### src/rtl/wkup_pkg.sv
package wkup_pkg;
  localparam int          ADDR_W   = 3;
  localparam logic [2:0]  ADDR_EN  = 3'd0;
  localparam logic [2:0]  ADDR_POL = 3'd1;
  localparam logic [2:0]  ADDR_SEL = 3'd2;
  localparam logic [2:0]  ADDR_STS = 3'd3;
  localparam logic [2:0]  ADDR_CLR = 3'd4;
endpackage

### src/rtl/wkup_sync.sv
module wkup_sync #(
  parameter int W = 32
) (
  input  logic         clk_i,
  input  logic         rst_ni,
  input  logic [W-1:0] d_i,
  output logic [W-1:0] q_o
);
  logic [W-1:0] meta_q, sync_q;

  always_ff @(posedge clk_i or negedge rst_ni) begin
    if (!rst_ni) begin
      meta_q <= '0;
      sync_q <= '0;
    end else begin
      meta_q <= d_i;
      sync_q <= meta_q;
    end
  end

  assign q_o = sync_q;
endmodule

### src/rtl/wkup_regs.sv
module wkup_regs
  import wkup_pkg::*;
#(
  parameter int LINES = 8,
  parameter int SEL_W = 2,
  localparam int DW   = LINES * SEL_W
) (
  input  logic                   clk_i,
  input  logic                   rst_ni,
  input  logic                   wr_i,
  input  logic [ADDR_W-1:0]      addr_i,
  input  logic [DW-1:0]          wdata_i,
  output logic [LINES-1:0]       en_o,
  output logic [LINES-1:0]       pol_o,
  output logic [LINES*SEL_W-1:0] sel_o,
  output logic [LINES-1:0]       clr_o,
  output logic [LINES-1:0]       chg_o
);
  logic [LINES-1:0]       en_q, en_d, pol_q, pol_d;
  logic [LINES*SEL_W-1:0] sel_q, sel_d;
  logic                   en_we, pol_we, sel_we;

  assign en_we  = wr_i && (addr_i == ADDR_EN);
  assign pol_we = wr_i && (addr_i == ADDR_POL);
  assign sel_we = wr_i && (addr_i == ADDR_SEL);

  always_comb begin
    en_d  = en_we  ? wdata_i[LINES-1:0] : en_q;
    pol_d = pol_we ? wdata_i[LINES-1:0] : pol_q;
    sel_d = sel_we ? wdata_i[LINES*SEL_W-1:0] : sel_q;
    for (int l = 0; l < LINES; l++) begin
      chg_o[l] = (en_d[l] != en_q[l]) || (pol_d[l] != pol_q[l]) ||
                 (sel_d[l*SEL_W +: SEL_W] != sel_q[l*SEL_W +: SEL_W]);
    end
    clr_o = (wr_i && (addr_i == ADDR_CLR)) ? wdata_i[LINES-1:0] : '0;
  end

  always_ff @(posedge clk_i or negedge rst_ni) begin
    if (!rst_ni) begin
      en_q  <= '0;
      pol_q <= '0;
      sel_q <= '0;
    end else begin
      if (en_we)  en_q  <= en_d;
      if (pol_we) pol_q <= pol_d;
      if (sel_we) sel_q <= sel_d;
    end
  end

  assign en_o  = en_q;
  assign pol_o = pol_q;
  assign sel_o = sel_q;

  // writes to other registers leave the enables alone
  assert_en_hold_R1: assert property (@(posedge clk_i) disable iff (!rst_ni)
    !(wr_i && addr_i == ADDR_EN) |=> $stable(en_q));
endmodule

### src/rtl/wkup_line.sv
module wkup_line #(
  parameter int NSRC  = 4,
  parameter int SEL_W = 2
) (
  input  logic             clk_i,
  input  logic             rst_ni,
  input  logic [NSRC-1:0]  src_i,
  input  logic             en_i,
  input  logic             pol_i,
  input  logic [SEL_W-1:0] sel_i,
  input  logic             chg_i,
  input  logic             clr_i,
  output logic             flag_o
);
  logic level_w, edge_w;
  logic prev_q, chg_q, flag_q;
  logic flag_d;

  assign level_w = src_i[sel_i] ^ pol_i;
  assign edge_w  = en_i && level_w && !prev_q && !chg_q;

  always_comb begin
    flag_d = flag_q;
    if (clr_i)  flag_d = 1'b0;
    if (edge_w) flag_d = 1'b1;
  end

  always_ff @(posedge clk_i or negedge rst_ni) begin
    if (!rst_ni) begin
      prev_q <= 1'b0;
      chg_q  <= 1'b0;
      flag_q <= 1'b0;
    end else begin
      prev_q <= level_w;
      chg_q  <= chg_i;
      flag_q <= flag_d;
    end
  end

  assign flag_o = flag_q;

  assert_clr_edge_R9: assert property (@(posedge clk_i) disable iff (!rst_ni)
    (clr_i && edge_w) |=> flag_q);
  assert_clr_only_R5: assert property (@(posedge clk_i) disable iff (!rst_ni)
    (clr_i && !edge_w) |=> !flag_q);
  assert_disabled_R1: assert property (@(posedge clk_i) disable iff (!rst_ni)
    (!en_i && !flag_q) |=> !flag_q);
  assert_no_false_edge_R8: assert property (@(posedge clk_i) disable iff (!rst_ni)
    chg_q |=> !$rose(flag_q));
endmodule

### src/rtl/wkup_line_ctrl.sv
module wkup_line_ctrl
  import wkup_pkg::*;
#(
  parameter int NUM_LINES = 8,
  parameter int NUM_SRC   = 4,
  localparam int SEL_W    = (NUM_SRC > 1) ? $clog2(NUM_SRC) : 1,
  localparam int DATA_W   = NUM_LINES * SEL_W,
  localparam int SRC_W    = NUM_LINES * NUM_SRC
) (
  input  logic              clk_i,
  input  logic              rst_ni,
  input  logic              bus_wr_i,
  input  logic [ADDR_W-1:0] bus_addr_i,
  input  logic [DATA_W-1:0] bus_wdata_i,
  output logic [DATA_W-1:0] bus_rdata_o,
  input  logic [SRC_W-1:0]  wk_src_i,
  output logic              wake_req_o
);
  logic [SRC_W-1:0]           src_sync;
  logic [NUM_LINES-1:0]       en, pol, clr, chg, status;
  logic [NUM_LINES*SEL_W-1:0] sel;

  wkup_sync #(.W(SRC_W)) u_sync (
    .clk_i (clk_i),
    .rst_ni(rst_ni),
    .d_i   (wk_src_i),
    .q_o   (src_sync)
  );

  wkup_regs #(.LINES(NUM_LINES), .SEL_W(SEL_W)) u_regs (
    .clk_i  (clk_i),
    .rst_ni (rst_ni),
    .wr_i   (bus_wr_i),
    .addr_i (bus_addr_i),
    .wdata_i(bus_wdata_i),
    .en_o   (en),
    .pol_o  (pol),
    .sel_o  (sel),
    .clr_o  (clr),
    .chg_o  (chg)
  );

  for (genvar l = 0; l < NUM_LINES; l++) begin : g_line
    wkup_line #(.NSRC(NUM_SRC), .SEL_W(SEL_W)) u_line (
      .clk_i (clk_i),
      .rst_ni(rst_ni),
      .src_i (src_sync[l*NUM_SRC +: NUM_SRC]),
      .en_i  (en[l]),
      .pol_i (pol[l]),
      .sel_i (sel[l*SEL_W +: SEL_W]),
      .chg_i (chg[l]),
      .clr_i (clr[l]),
      .flag_o(status[l])
    );
  end

  always_comb begin
    bus_rdata_o = '0;
    case (bus_addr_i)
      ADDR_EN:  bus_rdata_o[NUM_LINES-1:0] = en;
      ADDR_POL: bus_rdata_o[NUM_LINES-1:0] = pol;
      ADDR_SEL: bus_rdata_o = sel;
      ADDR_STS: bus_rdata_o[NUM_LINES-1:0] = status;
      default:  bus_rdata_o = '0;
    endcase
  end

  assign wake_req_o = |status;

  assert_req_fall_R7: assert property (@(posedge clk_i) disable iff (!rst_ni)
    $fell(wake_req_o) |-> $past(bus_wr_i && bus_addr_i == ADDR_CLR));
  assert_status_ro_R6: assert property (@(posedge clk_i) disable iff (!rst_ni)
    (bus_wr_i && bus_addr_i == ADDR_STS) |=> (($past(status) & ~status) == '0));
endmodule

### config.mk
export PLATFORM = sky130hd
export DESIGN_NAME = wkup_line_ctrl
export DESIGN_NICKNAME = d
export VERILOG_FILES = /design/src/rtl/wkup_pkg.sv /design/src/rtl/wkup_sync.sv /design/src/rtl/wkup_regs.sv /design/src/rtl/wkup_line.sv /design/src/rtl/wkup_line_ctrl.sv
export SDC_FILE = /design/constraint.sdc
export NUM_CORES = 1
export LEC_CHECK = 0
export BUFFER_PORTS_ARGS = -buffer_cell sky130_fd_sc_hd__buf_2
export CAP_MARGIN = 30
export CORE_MARGIN = 4
export CORE_UTILIZATION = 45
export DETAILED_ROUTE_END_ITERATION = 10
export PLACE_DENSITY = 0.66
export SYNTH_ARGS = -nofsm -noshare
export SYNTH_HDL_FRONTEND = slang
export SYNTH_SLANG_ARGS = --single-unit
### constraint.sdc
create_clock -name clk_i -period 1.8 [get_ports clk_i]
set_clock_uncertainty 0.2 [all_clocks]
set_input_delay 0.09 -clock clk_i [delete_from_list [all_inputs] [get_ports clk_i]]
set_output_delay 0.09 -clock clk_i [all_outputs]
set_load 0.05 [all_outputs]
==> metrics.md <==
| Metric | Value |
|---|---|
| Setup ws final | `-0.148 ns` |
| Largest net degree at the start of global routing | `43` |
| Via Count | `3066` |
| DP HPWL | `approximately 6000 um` |
| Final WL | `roughly 9900 um` |
| Crit path DAT | `1.66 ns` |
| Fin util | `69.2%` |
| RR Endpoint | `g_line[1].u_line.flag_o$_DFFE_PN0P_` |
| Worst min path class | `input pin to flip-flop` |
| Max H-tree Level | `4` |
| Starting Density | `46.5%` |
| R2R Setup Slk | `0.08 ns` |
| DRC | `0` |
| Synthesized net count | `roughly 350` |
| Cells after DPL | `505` |
| Crit path launch type | `flip-flop` |
| Combinational power share | `around 18%` |
| Slew HR | `62.7%` |
| Max Fclk | `513 MHz` |
| CTS tree | `yes` |
| Pint | `6.34 mW` |
| Synth Register Bits | `120` |
| Post-Syn Area | `4560 um^2` |
| Crit. End Element | `output pin` |
| MaxCap Viol Count | `0` |
| Die height | `109 um` |
| First-pass GRT wire length | `16500 um` |
| Hold Path Origin | `wk_src_i[1]` |
| Initial drt markers | `111` |
| Final ANT Viol Nets | `0` |
| Seq pwr share | `about two fifths` |
| Sequential fraction of the synthesis area | `about two thirds` |
| Violated checks | `negative setup slack` |
| Crit path time final | `1.95 ns` |
| Clock group share of total power | `41.3%` |
| Worst reg2reg path depth | `4` |
| Filler cells | `713` |
| Unrepaired setup endpoints after global routing | `yes` |
| Power Total | `8.42 mW` |
| Clock transition at path regs | `0.05 ns` |
| Router iterations before antenna repair | `4` |
| Setup Crit Path Kind | `flip-flop to output pin` |
| Final count of negative-setup-slack endpoints | `7` |
| Required time of the critical path | `roughly 1.5 ns` |
| EDFF count, synth | `0` |
| Final hold vios | `0` |
| CORE AREA | `9820 um^2` |
| Overall routing resource usage | `18.9%` |
| P per Cell Area | `1240 nW/um^2` |
| Yosys warnings | `0` |
| Number of antenna diodes | `0` |
| Avg WL per Cell | `15.8 um` |
| Layout cell share with drive strength beyond 1 | `39.5%` |
| Row count | `36` |
| Synth Flop Type | `dfrtp_1` |
| Worst hold path endpoint | `u_sync.meta_q[1]$_DFF_PN0_` |
| Syn avg cell area | `15.4 um^2` |
| Num CTS Buffers | `17` |
| IO Pins | `71` |
| Post-route clock period utilization | `108%` |
| Post-route insts no fill | `around 630` |
| Leak pwr | `between 3 and 4 nW` |
| Pins Over Slew Limit | `0` |
| Deepest clock path buffer count | `2` |
| Final nets | `536` |
| Synth async-reset ratio | `100%` |
| GR Overflow Total | `0` |
| R2r startpoint | `u_regs.sel_o[2]$_DFFE_PN0N_` |
| Number of buffer cells added on primary ports | `70` |
| Sw Ratio | `24.7%` |
| Clk_lat worst skew | `0.51 ns` |
| DIE WIDTH | `109 um` |
| Max IR drop VDD | `0.000688 V` |
| Netlist cell types | `31` |
| CP max FO | `2` |
| Cells after Synth | `297` |
| Root buf cell | `clkbuf_8` |
| Drt via density | `4.89` |
| P&R area growth vs syn | `48.8%` |
| Commonest non-fill, non-tap cell in the layout | `dfrtp_1` |
| Number of global-route vias before repair | `3315` |
| Die footprint | `11800 um^2` |
| Final Wtd Congestion | `0.775` |
| Hold path depth | `2` |
| Clock sink count | `120` |
| Worst Tran Pin Value | `0.560 ns` |
| Switch Pwr | `2.08 mW` |
| Status | `finished, violations left` |
| Commonest non-fill, non-tap cells in the layout | `117 x dfrtp_1, 74 x dlygate4sd3_1, 60 x buf_2` |
| Initial antenna violation count | `0` |
## power by group through the flow
| stage | combinational [mW] | clock [mW] | sequential, mW |
|---|---|---|---|
| 6_report | 1.50 | 3.47 | 3.44 |
| 5_1_grt | 1.63 | 3.68 | 3.50 |
| 4_1_cts | 1.47 | 3.56 | 3.42 |
| 3_5_place_dp | 1.09 | 0 | 3.48 |
| 3_3_place_gp | 1.06 | 0 | 3.47 |
| 2_1_floorplan | 0.806 | 0 | 3.38 |
## cells in the mapped netlist (all sizes together), types with 3 or more instances
library cell,n,area (um^2)
xor2,29,254
and2,8,50.1
nand2,10,37.5
nor2b,8,50.1
mux4,9,203
o21ai,14,70.1
buf,9,76.3
nor3,3,37.5
dfrtp,120,3000
mux2i,8,80.1
a211oi,14,105
a32o,8,80.1
nor2,10,37.5
mux2,32,360
## routing by layer
metal	vias up	part of all wire (%)	GRT usage (%)
li1	1431	-	-
met1	1523	42	24.0
met2	95	50	29.9
met3	17	6.1	5.86
met4	0	2.1	8.93
met5	-	0	0
## how the worst max path moves through the flow
stage,start,endpoint,slack [ns]
after floorplan,bus_addr_i[1],bus_rdata_o[3],-0.32
after global placement,u_regs.sel_o[4]$_DFFE_PN0N_,g_line[2].u_line.flag_o$_DFFE_PN0P_,0.16
after detailed placement,u_regs.sel_o[10]$_DFFE_PN0N_,g_line[5].u_line.flag_o$_DFFE_PN0P_,0.13
after CTS,g_line[0].u_line.flag_o$_DFFE_PN0P_,bus_rdata_o[0],-0.18
after global routing,g_line[0].u_line.flag_o$_DFFE_PN0P_,bus_rdata_o[0],-0.22
final,g_line[0].u_line.flag_o$_DFFE_PN0P_,bus_rdata_o[0],-0.15
## metrics by stage
| step | cell area [um^2] | setup slack, ns | hold WS, ns | setup TNS (ns) |
|---|---|---|---|---|
| 3_3_place_gp | 5160 | 0.164 | -0.0914 | 0 |
| 5_1_grt | 6790 | -0.219 | 0.00536 | -1.33 |
| 4_1_cts | 6750 | -0.183 | 0.000162 | -0.703 |
| 2_1_floorplan | 4560 | -0.319 | -0.406 | -2.08 |
| 6_report | 6790 | -0.148 | 0.0235 | -0.482 |
| 3_5_place_dp | 5160 | 0.134 | -0.0841 | 0 |
## state kept, by name, indices dropped and copies added, names as in the netlist
signal / cells
u_sync.meta_q: 32
u_sync.q_o: 32
u_regs.sel_o: 16
g_line.u_line.chg_q: 8
g_line.u_line.flag_o: 8
g_line.u_line.prev_q: 8
u_regs.en_o: 8
u_regs.pol_o: 8
## critical path, cell delays in order (launching register included)
cell and delay (ns):
dfrtp_1 0.38, mux4_2 0.47, nor2b_4 0.14, buf_6 0.16
## cell families (layout without fill, tap and decap cells)
family / Yosys count / count (layout) / share of synthesized area, %
AO/OA/AOI/OAI: 40 / 40 / 6.36
XOR/XNOR: 30 / 30 / 5.76
buffers and inverters: 12 / 209 / 1.92
flip-flops: 120 / 120 / 65.8
multiplexers: 49 / 49 / 14.1
AND/OR/NAND/NOR: 46 / 46 / 6.06
## layout make-up
class | count | area [um^2] | share of cell area [%]
clock buffer | 23 | 477 | 7.02
sequential | 120 | 3010 | 44.3
timing repair buffer | 176 | 1430 | 21.0
tap | 133 | 166 | 2.45
clock inverter | 8 | 143 | 2.10
multi-input combinational | 165 | 1570 | 23.1
inverter | 2 | 7.51 | 0.111
## timing repair
item / in CTS / in global routing
endpoints found under the hold margin: 200 / 0
setup endpoints to repair: 9 / 9
gates cloned: 0 / 0
pin swaps: 12 / 4
hold buffers: 74 / 0
buffers inserted: 15 / 2
gates resized for setup: 31 / 6
(Power assumes the default switching activity.)
